$ cat config.mk
export PLATFORM = sky130hd
export DESIGN_NAME = tmr_src_sel
export DESIGN_NICKNAME = d
export VERILOG_FILES = /design/src/rtl/tcs_pkg.sv /design/src/rtl/tcs_sync.sv /design/src/rtl/tcs_filter.sv /design/src/rtl/tcs_trig.sv /design/src/rtl/tcs_counter.sv /design/src/rtl/tmr_src_sel.sv
export SDC_FILE = /design/constraint.sdc
export NUM_CORES = 1
export LEC_CHECK = 0
export BUFFER_PORTS_ARGS = -buffer_cell sky130_fd_sc_hd__buf_2
export CELL_PAD_IN_SITES_DETAIL_PLACEMENT = 1
export CELL_PAD_IN_SITES_GLOBAL_PLACEMENT = 1
export CORE_UTILIZATION = 43
export CTS_CLUSTER_DIAMETER = 100
export DETAILED_ROUTE_END_ITERATION = 10
export PLACE_DENSITY = 0.82
export SLEW_MARGIN = 20
export SYNTH_ARGS = -nofsm -noshare
export SYNTH_HDL_FRONTEND = slang
export SYNTH_SLANG_ARGS = --single-unit
$ cat constraint.sdc
create_clock -name clk -period 2.7 [get_ports clk]
set_input_delay 0.54 -clock clk [delete_from_list [all_inputs] [get_ports clk]]
set_output_delay 0.54 -clock clk [all_outputs]
set_load 0.01 [all_outputs]
$ cat src/rtl/tcs_pkg.sv
package tcs_pkg;

    localparam logic [2:0] SM_INTERNAL = 3'b000;
    localparam logic [2:0] SM_EXTCLK   = 3'b111;

    localparam logic [2:0] TS_CH1_BOTH = 3'b100;
    localparam logic [2:0] TS_CH1      = 3'b101;
    localparam logic [2:0] TS_CH2      = 3'b110;
    localparam logic [2:0] TS_ETR      = 3'b111;

    typedef enum logic [1:0] {
        SRC_NONE,
        SRC_CLK,
        SRC_TRIG,
        SRC_ETR
    } src_e;

endpackage

$ cat src/rtl/tcs_sync.sv
module tcs_sync #(
    parameter int W      = 1,
    parameter int STAGES = 2
) (
    input  logic         clk,
    input  logic         rst_n,
    input  logic [W-1:0] din,
    output logic [W-1:0] dout
);
    logic [STAGES-1:0][W-1:0] pipe_d, pipe_q;

    always_comb begin
        pipe_d[0] = din;
        for (int i = 1; i < STAGES; i++) begin
            pipe_d[i] = pipe_q[i-1];
        end
    end

    always_ff @(posedge clk or negedge rst_n) begin
        if (!rst_n) pipe_q <= '0;
        else        pipe_q <= pipe_d;
    end

    assign dout = pipe_q[STAGES-1];
endmodule

$ cat src/rtl/tcs_filter.sv
module tcs_filter #(
    parameter int FLT_W = 4
) (
    input  logic             clk,
    input  logic             rst_n,
    input  logic             din,
    input  logic [FLT_W-1:0] len,
    output logic             dout
);
    typedef struct packed {
        logic             lvl;
        logic [FLT_W-1:0] run;
    } flt_st_t;

    flt_st_t st_d, st_q;
    logic [FLT_W:0] need;
    logic [FLT_W:0] run_inc;

    always_comb begin
        st_d    = st_q;
        need    = (len == '0) ? {{FLT_W{1'b0}}, 1'b1} : {1'b0, len};
        run_inc = {1'b0, st_q.run} + 1'b1;
        if (din == st_q.lvl) begin
            st_d.run = '0;
        end else if (run_inc >= need) begin
            st_d.lvl = din;
            st_d.run = '0;
        end else begin
            st_d.run = run_inc[FLT_W-1:0];
        end
    end

    always_ff @(posedge clk or negedge rst_n) begin
        if (!rst_n) st_q <= '0;
        else        st_q <= st_d;
    end

    assign dout = st_q.lvl;


    filt_follow_chk: assert property (@(posedge clk) disable iff (!rst_n)
        (st_q.lvl != $past(st_q.lvl)) |-> ($past(din) == st_q.lvl));


    filt_single_chk: assert property (@(posedge clk) disable iff (!rst_n)
        ((len == 4'd1) && (din != st_q.lvl)) |=> (st_q.lvl == $past(din)));
endmodule

$ cat src/rtl/tcs_trig.sv
module tcs_trig
    import tcs_pkg::*;
#(
    parameter int ITR_N = 4
) (
    input  logic             clk,
    input  logic             rst_n,
    input  logic             cnt_en,
    input  logic [2:0]       slave_mode,
    input  logic [2:0]       trig_sel,
    input  logic             ext_clk_en,
    input  logic             ch2_pol,
    input  logic             ti1f,
    input  logic             ti2f,
    input  logic             etrf,
    input  logic [ITR_N-1:0] itr_s,
    output logic             psc_ce
);
    localparam int CAND_N    = ITR_N + 3;
    localparam int IDX_CH1   = ITR_N;
    localparam int IDX_CH2   = ITR_N + 1;
    localparam int IDX_ETR   = ITR_N + 2;
    localparam int ITR_SEL_W = (ITR_N > 1) ? $clog2(ITR_N) : 1;

    typedef struct packed {
        logic [CAND_N-1:0] prev;
    } trg_st_t;

    trg_st_t           st_d, st_q;
    logic [CAND_N-1:0] cand, rise, fall;
    logic [ITR_N-1:0]  itr_rise;
    logic              trig_edge;
    src_e              src;

    always_comb begin
        cand      = {etrf, ti2f ^ ch2_pol, ti1f, itr_s};
        rise      = cand & ~st_q.prev;
        fall      = ~cand & st_q.prev;
        itr_rise  = rise[ITR_N-1:0];
        st_d.prev = cand;

        case (trig_sel)
            TS_CH1_BOTH: trig_edge = rise[IDX_CH1] | fall[IDX_CH1];
            TS_CH1:      trig_edge = rise[IDX_CH1];
            TS_CH2:      trig_edge = rise[IDX_CH2];
            TS_ETR:      trig_edge = rise[IDX_ETR];
            default:     trig_edge = itr_rise[trig_sel[ITR_SEL_W-1:0]];
        endcase

        if (slave_mode == SM_EXTCLK)       src = SRC_TRIG;
        else if (ext_clk_en)               src = SRC_ETR;
        else if (slave_mode == SM_INTERNAL) src = SRC_CLK;
        else                               src = SRC_NONE;

        case (src)
            SRC_CLK:  psc_ce = cnt_en;
            SRC_TRIG: psc_ce = cnt_en & trig_edge;
            SRC_ETR:  psc_ce = cnt_en & rise[IDX_ETR];
            default:  psc_ce = 1'b0;
        endcase
    end

    always_ff @(posedge clk or negedge rst_n) begin
        if (!rst_n) st_q <= '0;
        else        st_q <= st_d;
    end


    ce_needs_en_chk: assert property (@(posedge clk) disable iff (!rst_n)
        psc_ce |-> cnt_en);


    idle_mode_chk: assert property (@(posedge clk) disable iff (!rst_n)
        ((slave_mode != SM_INTERNAL) && (slave_mode != SM_EXTCLK) && !ext_clk_en)
        |-> !psc_ce);


    rise_single_chk: assert property (@(posedge clk) disable iff (!rst_n)
        (rise != '0) |=> ((rise & $past(rise)) == '0));
endmodule

$ cat src/rtl/tcs_counter.sv
module tcs_counter #(
    parameter int CNT_W = 16
) (
    input  logic             clk,
    input  logic             rst_n,
    input  logic             tick,
    input  logic             reload,
    output logic [CNT_W-1:0] cnt
);
    typedef struct packed {
        logic [CNT_W-1:0] val;
    } cnt_st_t;

    cnt_st_t st_d, st_q;

    always_comb begin
        st_d = st_q;
        if (reload)    st_d.val = '0;
        else if (tick) st_d.val = st_q.val + 1'b1;
    end

    always_ff @(posedge clk or negedge rst_n) begin
        if (!rst_n) st_q <= '0;
        else        st_q <= st_d;
    end

    assign cnt = st_q.val;


    upd_reload_chk: assert property (@(posedge clk) disable iff (!rst_n)
        reload |=> (st_q.val == '0));


    count_step_chk: assert property (@(posedge clk) disable iff (!rst_n)
        (tick && !reload) |=> (st_q.val == $past(st_q.val) + 1'b1));


    hold_chk: assert property (@(posedge clk) disable iff (!rst_n)
        (!tick && !reload) |=> $stable(st_q.val));
endmodule

$ cat src/rtl/tmr_src_sel.sv
module tmr_src_sel
    import tcs_pkg::*;
#(
    parameter int CNT_W       = 16,
    parameter int ITR_N       = 4,
    parameter int FLT_W       = 4,
    parameter int SYNC_STAGES = 2
) (
    input  logic             clk,
    input  logic             rst_n,
    input  logic             cnt_en,
    input  logic             upd_gen,
    input  logic [2:0]       slave_mode,
    input  logic [2:0]       trig_sel,
    input  logic             ext_clk_en,
    input  logic             ch2_pol,
    input  logic [FLT_W-1:0] ch1_flt,
    input  logic [FLT_W-1:0] ch2_flt,
    input  logic [FLT_W-1:0] etr_flt,
    input  logic             ch1_in,
    input  logic             ch2_in,
    input  logic             etr_in,
    input  logic [ITR_N-1:0] itr_in,
    output logic             psc_ce,
    output logic [CNT_W-1:0] cnt
);
    localparam int PIN_N  = 3;
    localparam int SYNC_W = PIN_N + ITR_N;

    logic [SYNC_W-1:0]            raw_s;
    logic [PIN_N-1:0]             pin_s, pin_f;
    logic [PIN_N-1:0][FLT_W-1:0]  flt_len;
    logic [ITR_N-1:0]             itr_s;

    tcs_sync #(.W(SYNC_W), .STAGES(SYNC_STAGES)) u_sync (
        .clk  (clk),
        .rst_n(rst_n),
        .din  ({etr_in, ch2_in, ch1_in, itr_in}),
        .dout (raw_s)
    );

    assign itr_s   = raw_s[ITR_N-1:0];
    assign pin_s   = raw_s[SYNC_W-1:ITR_N];
    assign flt_len = {etr_flt, ch2_flt, ch1_flt};

    for (genvar g = 0; g < PIN_N; g++) begin : g_flt
        tcs_filter #(.FLT_W(FLT_W)) u_flt (
            .clk  (clk),
            .rst_n(rst_n),
            .din  (pin_s[g]),
            .len  (flt_len[g]),
            .dout (pin_f[g])
        );
    end

    tcs_trig #(.ITR_N(ITR_N)) u_trig (
        .clk       (clk),
        .rst_n     (rst_n),
        .cnt_en    (cnt_en),
        .slave_mode(slave_mode),
        .trig_sel  (trig_sel),
        .ext_clk_en(ext_clk_en),
        .ch2_pol   (ch2_pol),
        .ti1f      (pin_f[0]),
        .ti2f      (pin_f[1]),
        .etrf      (pin_f[2]),
        .itr_s     (itr_s),
        .psc_ce    (psc_ce)
    );

    tcs_counter #(.CNT_W(CNT_W)) u_cnt (
        .clk   (clk),
        .rst_n (rst_n),
        .tick  (psc_ce),
        .reload(upd_gen),
        .cnt   (cnt)
    );
endmodule

==> summary.md, run 1 <==
| Metric | Value |
|---|---|
| Status | finished, final reports clean |
| GRT Overall Usage | 18.1% |
| Largest net degree at the start of global routing | 31 |
| Worst Max-Slew Pin Slew | 602 ps |
| Num ports | 48 |
| Layout Skew | 6.94 ps |
| Drt pass-1 iters | 4 |
| Antenna fix cells | 0 |
| Drt initial violations | 80 |
| End of the critical path | psc_ce |
| Initial antenna violation count | 0 |
| CP endpoint kind | primary output |
| Max Fclk | 397 MHz |
| Yosys warnings | 0 |
| Die width | 80.7 microns |
| Fin crit share | 93.4% |
| CP Launch Point | g_flt[0].u_flt.dout |
| Area after DPL | 0.00298 sq mm |
| Core box area | 0.00596 sq mm |
| RSZ-0062 raised after global routing | false |
| Post-synthesis cell area | 0.00267 sq mm |
| Switch share | 32.4% |
| Worst hold path type | in2async |
| FF-to-FF path depth | 7 |
| Internal power | 1310 uW |
| Critical path required time | 2160 ps |
| Final wirelength | 5400 microns |
| Reg2Reg Capture Point | u_cnt.cnt[14] |
| Worst VDD drop | 0.409 mV |
| Sequential power share | 50.2% |
| Dpl hpwl | 4230 microns |
| Clk pwr share | 23.1% |
| Post-Layout Cell Count | 374 |
| Total CTS buffers | 5 |
| Synth-to-Final Area Change | 15.6% |
| Die height | 80.7 microns |
| Reg clk slew, reported paths | 100 ps |
| Vias/cell | 5.36 |
| Post-DRT Antenna Nets | 0 |
| Reg2reg start | g_flt[0].u_flt.dout |
| Slew headroom | 59.9% |
| Finished Core Util | 51.8% |
| Gpl congestion | 0.738 |
| Remaining DRCs | 0 |
| LEAKAGE | 0.00157 uW |
| Startpoint types | flip-flop |
| Filler cells | 695 |
| Number of global-route vias before repair | 1935 |
| Cts hold-fix bufs | 0 |
| Yosys cell types | 40 |
| Root Buffer | clkbuf_8 |
| Combinational share of power | 26.7% |
| Setup Crit Path Kind | reg2out |
| Die area | 0.00652 sq mm |
| CTS Buffer Depth | 2 |
| Cells after synthesis | 247 |
| Worst skew pair latency | 310 ps |
| Net Sw Power | 628 uW |
| Initial Util | 44.8% |
| Final TNS setup | 0 ps |
| R2r setup slk | 440 ps |
| Final instance area | 0.00308 sq mm |
| Rows | 28 |
| Mean Syn Cell Area | 10.8 sq um |
| Remaining global-route overflow | 0 |
| Share of cells above drive strength 1 | 25.4% |
| Vias | 2003 |
| Setup Buffers After CTS | 0 |
| Final setup violation count | 0 |
| TritonCTS sink count | 52 |
| Syn nets | 295 |
| Max-cap viol count | 0 |
| CTS tree | yes |
| Synth Register Bits | 52 |
| I/O Buffers | 47 |
| Seq/Total Area, Yosys | 48.8% |
| Hold Fails Final Rpt | 0 |
| First-pass GRT wire length | 9030 microns |
| Wire per inst | 14.4 microns |
| Pwr/cell area | 629 mW/mm^2 |
| Placed Cells | 366 |
| NumNets Final | 346 |
| Critical path data arrival time | 1980 ps |
| CP max FO | 11 |
| Final Max Tran Viols | 0 |
| H-Tree Depth | 2 |
| Minimum clock period | 2520 ps |
[worst min path at each step]
| stage | from | endpoint | slack (ps) | cells after the start |
|---|---|---|---|---|
| floorplan | rst_n | g_flt[0].u_flt.dout | 240 | 0 |
| global placement | u_sync.pipe_d[10] | u_sync.dout[3] | 330 | 0 |
| detailed placement | u_sync.pipe_d[9] | u_sync.dout[2] | 350 | 0 |
| CTS | rst_n | u_cnt.cnt[5] | 260 | 1 |
| global route | rst_n | u_cnt.cnt[5] | 270 | 1 |
| finish | rst_n | u_cnt.cnt[6] | 220 | 1 |
[routing by layer]
metal / vias to the layer above / wire length [microns] / track usage (%) / part of all wire [%]
met2: 32 / 2830 / 31.8 / 52
met5: - / 0 / 0 / 0
li1: 958 / - / - / -
met3: 7 / 183 / 3.37 / 3.4
met1: 1006 / 2340 / 23.1 / 43
met4: 0 / 51 / 4.29 / 0.94
[synthesized netlist by cell type (all sizes together)]
cell    number  area, sq um
a211oi       4         30.0
a21boi       1         7.51
a21o         3         22.5
a21oi       13         91.3
a311o        1         10.0
a31o         3         26.3
a31oi        3         18.8
and2         2         12.5
and3         3         18.8
and3b        1         8.76
and4         2         17.5
buf          3         22.5
clkbuf       3         11.3
dfrtp       52         1300
ha          17          213
inv         19         71.3
mux2        17          191
mux4         1         22.5
nand2        6         22.5
nand2b       8         50.1
nand3       10         50.1
nand3b       2         15.0
nand4        5         37.5
nor2        22         82.6
nor2b       19          119
nor3         4         20.0
nor4         1         6.26
nor4bb       1         10.0
o211ai       3         22.5
o21ai        6         30.0
o22a         1         10.0
o22ai        1         6.26
xnor2        3         26.3
xor2         7         61.3
[state kept, by name (all words and copies together), names as in the netlist]
| name | count |
|---|---|
| g_flt.u_flt.dout | 3 |
| g_flt.u_flt.st_q | 12 |
| u_cnt.cnt | 16 |
| u_sync.dout | 7 |
| u_sync.pipe_d | 7 |
| u_trig.st_q | 7 |
[power by group through the flow]
| stage | sequential [uW] | clock [uW] | combinational, uW |
|---|---|---|---|
| 4_1_cts | 976 | 468 | 531 |
| 2_1_floorplan | 965 | 0 | 381 |
| 6_report | 974 | 448 | 518 |
| 5_1_grt | 992 | 507 | 595 |
| 3_5_place_dp | 992 | 0 | 531 |
| 3_3_place_gp | 982 | 0 | 490 |
[stage by stage]
step	total power (uW)	worst slack (ps)	hold WS, ps
after detailed placement	1520	264	345
after global routing	2090	50.4	268
final	1940	179	223
after floorplan	1350	635	244
after global placement	1470	310	331
after CTS	1980	129	257
[cell families after synthesis]
logic type               share of synthesized area, %
multiplexers                                     8.02
AO/OA/AOI/OAI                                    10.3
XOR/XNOR                                         3.29
adder cells (fa/ha/maj)                          7.98
flip-flops                                       48.8
AND/OR/NAND/NOR                                  17.6
buffers and inverters                            3.94
[layout make-up]
type                       instances  area [sq um]  area share, %
clock inverter                     3          22.5          0.731
timing repair buffer              50           258           8.36
clock buffer                       5          68.8           2.23
tap                               75          93.8           3.04
sequential                        52          1300           42.2
inverter                          19          71.3           2.31
multi-input combinational        170          1270           41.1
[cell usage in the layout (no fill, tap or decap), types with 2 or more instances in the layout]
master	count
and3_1	3
a31o_2	3
mux2_1	12
ha_1	17
nor2b_1	19
xnor2_1	3
buf_2	47
clkbuf_8	5
nor3_1	4
and4_1	2
a21oi_1	6
a211oi_1	4
nand4_1	4
nand2b_1	8
a21o_1	3
buf_4	3
nand3b_1	2
a31oi_1	3
nor2_1	22
nand2_1	6
a21oi_2	7
mux2_2	5
o21ai_0	6
xor2_1	7
o211ai_1	3
inv_1	19
dfrtp_1	52
nand3_1	10
[timing repair]
item	4_1_cts	5_1_grt
gates resized for setup	0	1
setup endpoints to repair	0	1
endpoints found under the hold margin	0	0
[worst max-delay path, cell delays in order, from the launching register on]
cell and delay (ps):
dfrtp_1 420, ha_1 300, nor2_1 110, a311o_1 180
nand4_2 340, nand2_1 170, buf_2 140
No activity file was read; power rests on OpenSTA's default activity.
==> run 2: changes to the inputs <==
REMOVE_ABC_BUFFERS = 1   (was unset)
==> summary.md, run 2 (synthesized netlist as in run 1, its figures left out) <==
| Metric | Value |
|---|---|
| Reg clk slew, reported paths | 80 ps (was 100 ps) |
| Cts hold-fix bufs | 0 (unchanged) |
| Number of global-route vias before repair | 2019 (was 1935) |
| Drt initial violations | 93 (was 80) |
| Post-cts repair resize count | 0 (unchanged) |
| Setup Crit Path Kind | reg2out (unchanged) |
| Root Buffer | clkbuf_8 (unchanged) |
| Synth-to-Final Area Change | 15.6% (unchanged) |
| Setup Buffers After CTS | 0 (unchanged) |
| Final TNS setup | 0 ps (unchanged) |
| Layout Skew | 8.50 ps (was 6.94 ps) |
| Total CTS buffers | 5 (unchanged) |
| CP max FO | 15 (was 11) |
| Startpoint types | flip-flop (unchanged) |
| Wire per inst | 15.0 microns (was 14.4 microns) |
| Worst hold margin | 341 ps (was 223 ps) |
| Hold Fails Final Rpt | 0 (unchanged) |
| CP Launch Point | g_flt[2].u_flt.dout (was g_flt[0].u_flt.dout) |
| Reg2reg start | g_flt[0].u_flt.dout (unchanged) |
| Slew headroom | 39.7% (was 59.9%) |
| Initial antenna violation count | 0 (unchanged) |
| Max Fclk | 395 MHz (was 397 MHz) |
| Remaining DRCs | 0 (unchanged) |
| TritonCTS sink count | 52 (unchanged) |
| CTS tree | yes (unchanged) |
| Most common cell after layout, fill and taps aside | dfrtp_1 (unchanged) |
| Final wirelength | 5570 microns (was 5400 microns) |
| Worst Max-Slew Pin Slew | 905 ps (was 602 ps) |
| Drt pass-1 iters | 4 (unchanged) |
| H-Tree Depth | 2 (unchanged) |
| Vias/cell | 5.31 (was 5.36) |
| Pre-CTS setup slack | 294 ps (was 264 ps) |
| Pwr/cell area | 651 mW/mm^2 (was 629 mW/mm^2) |
| I/O Buffers | 47 (unchanged) |
| NumNets Final | 346 (unchanged) |
| Die width | 80.7 microns (unchanged) |
| Core box area | 0.00596 sq mm (unchanged) |
| FF-to-FF path depth | 7 (unchanged) |
| Rows | 28 (unchanged) |
| Dpl hpwl | 4220 microns (was 4230 microns) |
| CTS Buffer Depth | 2 (unchanged) |
| Critical path data arrival time | 1990 ps (was 1980 ps) |
| Initial Util | 44.8% (unchanged) |
| Worst hold path type | in2reg (was in2async) |
| First-pass GRT wire length | 9530 microns (was 9030 microns) |
| Post-DRT Antenna Nets | 0 (unchanged) |
| Antenna fix cells | 0 (unchanged) |
| Status | finished, final reports clean (unchanged) |
| Final Max Tran Viols | 0 (unchanged) |
| Critical path required time | 2160 ps (about the same) |
| LEAKAGE | 0.00157 uW (about the same) |
| GRT Overall Usage | 19.4% (was 18.1%) |
| Num ports | 48 (unchanged) |
| R2r setup slk | 450 ps (was 440 ps) |
| Fin crit share | 93.7% (was 93.4%) |
| Worst skew pair latency | 300 ps (was 310 ps) |
| Largest net degree at the start of global routing | 41 (was 31) |
| Gpl congestion | 0.752 (was 0.738) |
| Die height | 80.7 microns (unchanged) |
| CP endpoint kind | primary output (unchanged) |
| Max reg flops | 16 (unchanged) |
| Vias | 1976 (was 2003) |
| Reg2Reg Capture Point | u_cnt.cnt[9] (was u_cnt.cnt[14]) |
| Worst VDD drop | 0.338 mV (was 0.409 mV) |
| Commonest non-fill, non-tap cells in the layout | dfrtp_1 (52), buf_2 (47), nor2_1 (22) (unchanged) |
| Share of cells above drive strength 1 | 24.9% (was 25.4%) |
| Final setup violation count | 0 (unchanged) |
| Max-cap viol count | 0 (unchanged) |
| End of the critical path | psc_ce (unchanged) |
| Minimum clock period | 2530 ps (was 2520 ps) |
| Die area | 0.00652 sq mm (unchanged) |
| Remaining global-route overflow | 0 (unchanged) |
| Final worst slack | 169 ps (was 179 ps) |
| RSZ-0062 raised after global routing | false (unchanged) |
run 2: changes by cell type in the layout (fill, tap and decap cells not counted), sizes merged:
cell / previous run / this run
clkinv: 2 / 0
inv: 20 / 19
bufinv: 0 / 1
run 2: layer usage:
layer  vias to the layer above  routed length, microns  global-route usage (%)
met5                         -                       0                       0
met4                         0                      46                    3.75
met3                         5                     191                    4.38
met2                        34                    2890                    33.6
met1                       980                    2440                    24.9
li1                        957                       -                       -
run 2: final cells by class:
type / count / area [sq um]
well taps: 75 / 93.8
clock buffers: 5 / 68.8
clock inverters: 1 / 30.0
flip-flops and latches: 52 / 1300
fillers: 668 / 2870
inverters: 19 / 71.3
repair buffers: 50 / 258
multi-input cells: 170 / 1260
run 2: through the flow:
stage	power (uW)	cell area, sq um	utilization [%]	instances
finish	2010	3080	51.8	372
floorplan	1330	2630	-	241
global placement	1470	2980	50.1	366
detailed placement	1530	2980	50.1	366
global route	2150	3080	51.8	372
CTS	2030	3080	51.8	372
run 2: how the worst min path moves through the flow:
stage	startpoint	endpoint	slack, ps	cells past startpoint
after floorplan	rst_n	g_flt[0].u_flt.dout	240	0
after global routing	ch2_in	u_sync.pipe_d[12]	320	1
after detailed placement	u_sync.pipe_d[7]	u_sync.dout[0]	340	0
after global placement	u_sync.pipe_d[9]	u_sync.dout[2]	330	0
after CTS	ch2_in	u_sync.pipe_d[12]	330	1
final	ch2_in	u_sync.pipe_d[12]	340	1
run 2: report_power, final:
| group | total [uW] | internal [uW] | leakage [uW] | switching [uW] |
|---|---|---|---|---|
| registers | 981 | 884 | 0.000665 | 97.1 |
| logic | 525 | 241 | 0.000853 | 284 |
| clock network | 502 | 266 | 0.0000501 | 236 |
run 2: worst max-delay path: stages, from the launching register on:
cell and delay, ps:
dfrtp_1 450, and3b_1 190, a211oi_1 360, o22a_2 430, nand2_1 110, buf_2 160
